==> config.mk <==
export PLATFORM = sky130hd
export DESIGN_NAME = ps2_dual_regif
export DESIGN_NICKNAME = d
export VERILOG_FILES = /design/src/rtl/ps2rif_pkg.sv /design/src/rtl/ps2rif_decode.sv /design/src/rtl/ps2rif_channel.sv /design/src/rtl/ps2_dual_regif.sv
export SDC_FILE = /design/constraint.sdc
export NUM_CORES = 1
export LEC_CHECK = 0
export ABC_AREA = 1
export BUFFER_PORTS_ARGS = -buffer_cell sky130_fd_sc_hd__buf_2
export CAP_MARGIN = 0
export CORE_MARGIN = 3
export CORE_UTILIZATION = 55
export CTS_BUF_LIST = sky130_fd_sc_hd__clkbuf_2 sky130_fd_sc_hd__clkbuf_4 sky130_fd_sc_hd__clkbuf_8
export CTS_CLUSTER_DIAMETER = 50
export DETAILED_ROUTE_END_ITERATION = 10
export PLACE_DENSITY_LB_ADDON = 0.08
export REMOVE_ABC_BUFFERS = 1
export SKIP_LAST_GASP = 1
export SYNTH_ARGS = -nofsm -noshare
export SYNTH_HDL_FRONTEND = slang
export SYNTH_SLANG_ARGS = --single-unit
==> constraint.sdc <==
create_clock -name clk -period 1.2 [get_ports clk]
set_input_delay 0 -clock clk [delete_from_list [all_inputs] [get_ports clk]]
set_output_delay 0 -clock clk [all_outputs]
set_load 0.02 [all_outputs]
==> src/rtl/ps2rif_pkg.sv <==
package ps2rif_pkg;
  // register index taken from address bits [3:2]
  localparam int unsigned REG_IDENT = 0;
  localparam int unsigned REG_DATA  = 1;
  localparam int unsigned REG_CTL   = 2;
  localparam int unsigned REG_STAT  = 3;

  // control bit positions
  localparam int unsigned CB_EN   = 0;
  localparam int unsigned CB_LOOP = 1;
  localparam int unsigned CB_DIAG = 5;
  localparam int unsigned CB_DDIR = 6;
  localparam int unsigned CB_CDIR = 7;

  // status bit positions
  localparam int unsigned SB_RXNE = 0;
  localparam int unsigned SB_TXNE = 1;
  localparam int unsigned SB_TOUT = 2;
  localparam int unsigned SB_PAR  = 3;
  localparam int unsigned SB_IRQ  = 4;
  localparam int unsigned SB_DSHD = 6;
  localparam int unsigned SB_CSHD = 7;

  typedef struct packed {
    logic       wr;
    logic       rd;
    logic [1:0] idx;
  } acc_t;
endpackage

==> src/rtl/ps2rif_decode.sv <==
module ps2rif_decode
  import ps2rif_pkg::*;
#(
  parameter int unsigned ADDR_W  = 9,
  parameter int unsigned WIN_LSB = 8,
  parameter int unsigned NPORT   = 2,
  localparam int unsigned PSEL_W = (NPORT > 1) ? $clog2(NPORT) : 1
) (
  input  logic [ADDR_W-1:0]  addr,
  input  logic               wr,
  input  logic               rd,
  output logic [PSEL_W-1:0]  psel,
  output acc_t [NPORT-1:0]   acc
);
  assign psel = addr[WIN_LSB +: PSEL_W];

  for (genvar p = 0; p < NPORT; p++) begin : g_port
    logic hit;
    assign hit        = (psel == PSEL_W'(p));
    assign acc[p].wr  = wr & hit;
    assign acc[p].rd  = rd & hit;
    assign acc[p].idx = addr[3:2];
  end
endmodule

==> src/rtl/ps2rif_channel.sv <==
module ps2rif_channel
  import ps2rif_pkg::*;
#(
  parameter int unsigned DATA_W  = 8,
  parameter int unsigned PORT_ID = 0
) (
  input  logic              clk,
  input  logic              rst,
  input  acc_t              acc,
  input  logic [DATA_W-1:0] wdata,
  input  logic              irq_any,
  input  logic              rx_nonempty,
  input  logic [DATA_W-1:0] rx_data,
  output logic              rx_pop,
  output logic              tx_valid,
  output logic [DATA_W-1:0] tx_data,
  output logic [DATA_W-1:0] rd_val,
  output logic              level,
  output logic              loop_on,
  output logic              pend
);
  logic [DATA_W-1:0] ctl_q;
  logic [DATA_W-1:0] lbyte_q;
  logic              pend_q;
  logic [DATA_W-1:0] stat;
  logic              data_rd;

  assign loop_on = ctl_q[CB_LOOP];
  assign pend    = pend_q;
  assign data_rd = acc.rd && (acc.idx == 2'(REG_DATA));
  assign rx_pop  = data_rd && !loop_on && rx_nonempty;
  assign level   = loop_on ? pend_q : rx_nonempty;

  always_comb begin
    stat          = '0;
    stat[SB_RXNE] = level;
    stat[SB_IRQ]  = irq_any;
    stat[SB_DSHD] = !(ctl_q[CB_DIAG] && !ctl_q[CB_DDIR]);
    stat[SB_CSHD] = !(ctl_q[CB_DIAG] && !ctl_q[CB_CDIR]);
  end

  always_comb begin
    case (acc.idx)
      2'(REG_IDENT): rd_val = DATA_W'(PORT_ID);
      2'(REG_DATA):  rd_val = loop_on ? lbyte_q : (rx_nonempty ? rx_data : '0);
      2'(REG_CTL):   rd_val = ctl_q;
      default:       rd_val = stat;
    endcase
  end

  always_ff @(posedge clk) begin
    if (rst) begin
      ctl_q    <= '0;
      lbyte_q  <= '0;
      pend_q   <= 1'b0;
      tx_valid <= 1'b0;
      tx_data  <= '0;
    end else begin
      tx_valid <= 1'b0;
      if (data_rd && loop_on) pend_q <= 1'b0;
      if (acc.wr) begin
        case (acc.idx)
          2'(REG_IDENT): begin
            ctl_q   <= '0;
            lbyte_q <= '0;
            pend_q  <= 1'b0;
          end
          2'(REG_DATA): begin
            if (loop_on) begin
              lbyte_q <= wdata;
              pend_q  <= 1'b1;
            end else begin
              tx_valid <= 1'b1;
              tx_data  <= wdata;
            end
          end
          2'(REG_CTL): ctl_q <= wdata;
          default: ;
        endcase
      end
    end
  end
endmodule

==> src/rtl/ps2_dual_regif.sv <==
module ps2_dual_regif
  import ps2rif_pkg::*;
#(
  parameter int unsigned ADDR_W  = 9,
  parameter int unsigned DATA_W  = 8,
  parameter int unsigned WIN_LSB = 8,
  localparam int unsigned NPORT  = 2,
  localparam int unsigned PSEL_W = 1
) (
  input  logic              clk,
  input  logic              rst,
  input  logic [ADDR_W-1:0] bus_addr,
  input  logic              bus_wr,
  input  logic              bus_rd,
  input  logic [DATA_W-1:0] bus_wdata,
  output logic [DATA_W-1:0] bus_rdata,
  output logic              irq,
  output logic              kbd_tx_valid,
  output logic [DATA_W-1:0] kbd_tx_data,
  input  logic              kbd_rx_nonempty,
  input  logic [DATA_W-1:0] kbd_rx_data,
  output logic              kbd_rx_pop,
  output logic              mse_tx_valid,
  output logic [DATA_W-1:0] mse_tx_data,
  input  logic              mse_rx_nonempty,
  input  logic [DATA_W-1:0] mse_rx_data,
  output logic              mse_rx_pop
);
  logic [PSEL_W-1:0]             psel;
  acc_t [NPORT-1:0]              acc;
  logic [NPORT-1:0]              nonempty_v, pop_v, txv_v, level_v, loop_v, pend_v;
  logic [NPORT-1:0][DATA_W-1:0]  rxd_v, txd_v, rdv_v;
  logic                          irq_any;

  assign nonempty_v = {mse_rx_nonempty, kbd_rx_nonempty};
  assign rxd_v      = {mse_rx_data, kbd_rx_data};
  assign kbd_rx_pop   = pop_v[0];
  assign mse_rx_pop   = pop_v[1];
  assign kbd_tx_valid = txv_v[0];
  assign mse_tx_valid = txv_v[1];
  assign kbd_tx_data  = txd_v[0];
  assign mse_tx_data  = txd_v[1];
  assign irq_any      = |level_v;

  ps2rif_decode #(
    .ADDR_W (ADDR_W),
    .WIN_LSB(WIN_LSB),
    .NPORT  (NPORT)
  ) u_dec (
    .addr(bus_addr),
    .wr  (bus_wr),
    .rd  (bus_rd),
    .psel(psel),
    .acc (acc)
  );

  for (genvar p = 0; p < NPORT; p++) begin : g_ch
    ps2rif_channel #(
      .DATA_W (DATA_W),
      .PORT_ID(p)
    ) u_ch (
      .clk        (clk),
      .rst        (rst),
      .acc        (acc[p]),
      .wdata      (bus_wdata),
      .irq_any    (irq_any),
      .rx_nonempty(nonempty_v[p]),
      .rx_data    (rxd_v[p]),
      .rx_pop     (pop_v[p]),
      .tx_valid   (txv_v[p]),
      .tx_data    (txd_v[p]),
      .rd_val     (rdv_v[p]),
      .level      (level_v[p]),
      .loop_on    (loop_v[p]),
      .pend       (pend_v[p])
    );
  end

  always_ff @(posedge clk) begin
    if (rst) begin
      bus_rdata <= '0;
      irq       <= 1'b0;
    end else begin
      irq <= irq_any;
      if (bus_rd) bus_rdata <= rdv_v[psel];
    end
  end
endmodule

==> impl_table.tex <==
\begin{tabular}{lr}
\hline
Metric & Value \\
\hline
\multicolumn{2}{l}{\textbf{Status}} \\
\quad Outcome & complete, but fails checks \\
\quad Failing checks & negative setup slack \\
\multicolumn{2}{l}{\textbf{Global route}} \\
\quad Initial antenna violation count & 0 \\
\quad Overall track demand over capacity in global routing & 0.286 \\
\quad Pin count of the biggest net entering global routing & 35 \\
\quad Number of global-route vias before repair & 2921 \\
\quad Global-route wire length before repair & 13600 um \\
\quad Remaining global-route overflow & 0 \\
\multicolumn{2}{l}{\textbf{STA}} \\
\quad Max Freq & 795 MHz \\
\quad Fin Clk Skew & 0.00666 ns \\
\quad Final critical-path setup slack & -0.0582 ns \\
\quad Relative slew slack & 0.772 \\
\quad Final period demand of the worst path & 1.26 ns \\
\quad Total count of max-transition violations in the final report & 0 \\
\quad Period Utilization, post-route & 1.05 \\
\quad RSZ-0062 raised after global routing & yes \\
\quad Endpoints failing hold & 0 \\
\quad Actual slew at the worst max-slew pin & 0.341 ns \\
\quad Final setup viols & 1 \\
\quad Final sum of negative setup slack & -0.0582 ns \\
\multicolumn{2}{l}{\textbf{Floorplanning}} \\
\quad Floorplan row count & 25 \\
\quad Die width & 77.5 um \\
\quad Y dimension of the die & 77.5 um \\
\quad CORE AREA & 4820 um2 \\
\quad Initial Utilization & 0.583 \\
\quad Die Area & 6000 um2 \\
\quad Io pins & 68 \\
\multicolumn{2}{l}{\textbf{Clock network}} \\
\quad Number of CTS-inserted buffers & 9 \\
\quad Number of levels the H-tree was split into & 3 \\
\quad Cell at the root of the clock tree & sky130\_fd\_sc\_hd\_\_clkbuf\_8 \\
\quad Reg clk slew, reported paths & 0.07 ns \\
\quad Clock buffer depth & 2 \\
\quad Worst-skew pair later-pin latency & 0.34 ns \\
\quad TritonCTS sink count & 61 \\
\quad Clock tree from TritonCTS & yes \\
\multicolumn{2}{l}{\textbf{Synthesis}} \\
\quad Sequential fraction of the synthesis area & 0.435 \\
\quad Flip-flop and latch count after synthesis & 61 \\
\quad Number of enable-type register cells in the synthesized netlist & 0 \\
\quad Cell variety after synth & 27 \\
\quad Number of standard cells after synthesis & 408 \\
\quad Cell area after synthesis & 2810 um2 \\
\quad Main synth FF type & sky130\_fd\_sc\_hd\_\_dfxtp\_1 \\
\quad Async set-or-reset flop fraction in the synthesized netlist & 0 \\
\quad Warning count from the yosys run & 0 \\
\quad Mean Syn Cell Area & 6.89 um2 \\
\multicolumn{2}{l}{\textbf{Setup path}} \\
\quad Worst Path Class, Setup & reg2out \\
\quad Startpoint of the lowest-slack register-to-register path & g\_ch[1].u\_ch.ctl\_q[1]\$\_SDFFE\_PP0P\_ \\
\quad Worst-case reg-to-reg path depth & 9 \\
\quad Critical Path Fanout Max & 4 \\
\quad Reg-to-reg critical path endpoint & bus\_rdata[6]\$\_SDFFE\_PP0P\_ \\
\quad Data arrival time of the worst path & 1.26 ns \\
\quad Startpoint class of the critical path & flip-flop \\
\quad Capturing element type of the critical path & primary output \\
\quad Register-to-register path setup slack & 0.02 ns \\
\quad Data required time at the worst endpoint & 1.20 ns \\
\multicolumn{2}{l}{\textbf{Power}} \\
\quad Pwr/cell area & 1270 nW/um2 \\
\quad Standby leakage power & 1.69 nW \\
\quad Worst vdd ir & 1.12 mV \\
\multicolumn{2}{l}{\textbf{Drt}} \\
\quad Aggregate routed wire length & 8300 um \\
\quad First-pass iteration count of the detailed router & 5 \\
\quad Number of nets still failing antenna checks after routing & 0 \\
\quad Remaining routing DRC violations & 0 \\
\quad Vias/cell & 5.31 \\
\quad Routed wire per std cell & 14.6 um \\
\quad Vias post-DR & 3025 \\
\quad Number of design-rule violations left by the first detailed-router iteration & 292 \\
\multicolumn{2}{l}{\textbf{Placed design}} \\
\quad Port Buffer Count & 61 \\
\quad Number of instances in the placed design & 542 \\
\quad Worst slack at placement & -0.0388 ns \\
\quad Post-detailed-placement half-perimeter wirelength & 5880 um \\
\quad Routability congestion estimate & 0.938 \\
\multicolumn{2}{l}{\textbf{Cells and area}} \\
\quad Antenna Cells & 0 \\
\quad Fraction of final layout cells with drive strength greater than 1 & 0.254 \\
\quad Most frequent cells in the layout & sky130\_fd\_sc\_hd\_\_nand2\_1 (110), sky130\_fd\_sc\_hd\_\_dfxtp\_1 (59), sky130\_fd\_sc\_hd\_\_buf\_2 (59), sky130\_fd\_sc\_hd\_\_nor2\_1 (54), sky130\_fd\_sc\_hd\_\_a21oi\_1 (49) \\
\quad P\&R area growth vs syn & 29.3\% \\
\quad Number of standard cells in the final layout excluding fillers & 570 \\
\quad Net count, final & 537 \\
\quad Leading cell type in the layout, fill and taps excluded & sky130\_fd\_sc\_hd\_\_nand2\_1 \\
\multicolumn{2}{l}{\textbf{Hold path}} \\
\quad Hold Crit Start & kbd\_rx\_data[1] \\
\quad Hold-critical path depth & 5 \\
\quad End of the worst hold path & bus\_rdata[1]\$\_SDFFE\_PP0P\_ \\
\quad Hold Crit Class & in2reg \\
\multicolumn{2}{l}{\textbf{Flow run}} \\
\quad Number of maximum-capacitance violations & 0 \\
\hline
\end{tabular}
## critical path, stage by stage (launching register included)
cell and delay, ns:
sky130_fd_sc_hd__dfxtp_2 0.34, sky130_fd_sc_hd__inv_1 0.07, sky130_fd_sc_hd__nand2_1 0.06, sky130_fd_sc_hd__buf_4 0.14, sky130_fd_sc_hd__nor3_2 0.13, sky130_fd_sc_hd__buf_4 0.17
## cell usage after synthesis (4+ instances only)
cell type | number | area, um2
sky130_fd_sc_hd__inv_1 | 28 | 105
sky130_fd_sc_hd__dfxtp_1 | 61 | 1220
sky130_fd_sc_hd__nor2_1 | 55 | 206
sky130_fd_sc_hd__o21ai_0 | 30 | 150
sky130_fd_sc_hd__nand3_1 | 21 | 105
sky130_fd_sc_hd__nand2_2 | 5 | 31.3
sky130_fd_sc_hd__a21oi_1 | 49 | 245
sky130_fd_sc_hd__clkbuf_1 | 6 | 22.5
sky130_fd_sc_hd__nand2_1 | 112 | 420
sky130_fd_sc_hd__o21ai_1 | 6 | 30.0
sky130_fd_sc_hd__nor2_2 | 4 | 25.0
sky130_fd_sc_hd__buf_4 | 4 | 30.0
## through the flow
step	total power (W)	instance area, um2	hold WS, ns	util
final	0.00463	3630	0.0144	0.754
after global routing	0.00479	3630	0.0699	0.754
after CTS	0.00461	3580	0.0125	0.744
after detailed placement	0.00269	3270	0.321	0.678
after global placement	0.00268	3270	0.294	0.678
after floorplan	0.00244	2720	0.0691	-
## flip-flops by register name, summed over array words and instances, names as in the netlist
name,count
g_ch.u_ch.pend,2
g_ch.u_ch.lbyte_q,16
g_ch.u_ch.ctl_q,16
g_ch.u_ch.tx_valid,2
irq,1
g_ch.u_ch.tx_data,16
bus_rdata,8
## how the worst max path moves through the flow
stage	start	endpoint	slack, ns	cells after the start
after floorplan	g_ch[0].u_ch.ctl_q[1]$_SDFFE_PP0P_	bus_rdata[0]$_SDFFE_PP0P_	-0.11	9
after global placement	bus_addr[8]	g_ch[0].u_ch.lbyte_q[3]$_SDFFE_PP0P_	0.03	7
after detailed placement	g_ch[1].u_ch.ctl_q[1]$_SDFFE_PP0P_	g_ch[1].u_ch.tx_data[7]$_SDFFE_PP0P_	-0.04	5
after CTS	g_ch[1].u_ch.ctl_q[1]$_SDFFE_PP0P_	mse_rx_pop	-0.03	5
after global routing	g_ch[1].u_ch.ctl_q[1]$_SDFFE_PP0P_	bus_rdata[6]$_SDFFE_PP0P_	-0.09	9
final	g_ch[1].u_ch.ctl_q[1]$_SDFFE_PP0P_	mse_rx_pop	-0.06	5
## what timing repair did
action | in CTS | in global routing
hold buffers | 8 | 0
gates resized for setup | 7 | 5
pin swaps | 1 | 3
buffers inserted | 0 | 4
hold endpoints to repair | 13 | 0
cloned | 0 | 0
endpoints found under the setup margin | 3 | 20
## power by group
part / switching (W) / leakage [nW] / total (W) / internal [W]
Sequential: 0.0000319 / 0.497 / 0.00212 / 0.00209
Combinational: 0.000359 / 1.08 / 0.000574 / 0.000214
Clock: 0.000785 / 0.109 / 0.00193 / 0.00115
Total: 0.00118 / 1.69 / 0.00463 / 0.00345
## routing by layer
metal	routed length (um)	part of all wire	up-vias	global-route usage
met5	0	0	-	0
met4	165	0.020	0	0.103
li1	-	-	1496	-
met1	3560	0.43	1361	0.356
met3	616	0.074	20	0.0568
met2	3960	0.48	148	0.491
## logic make-up after synthesis
kind of cell	after synthesis	synth area share
and+or+nand+nor	207	0.316
buffers and inverters	48	0.0775
DFF	61	0.435
AOI/OAI and AO/OA	92	0.172
## cell type report
class	count	area (um2)
clock inverter	3	42.5
tap	67	83.8
clock buffer	13	173
multi-input combinational	299	1390
inverter	33	129
fill	390	1180
timing repair buffer	94	591
sequential	61	1230
(Power assumes the default switching activity.)
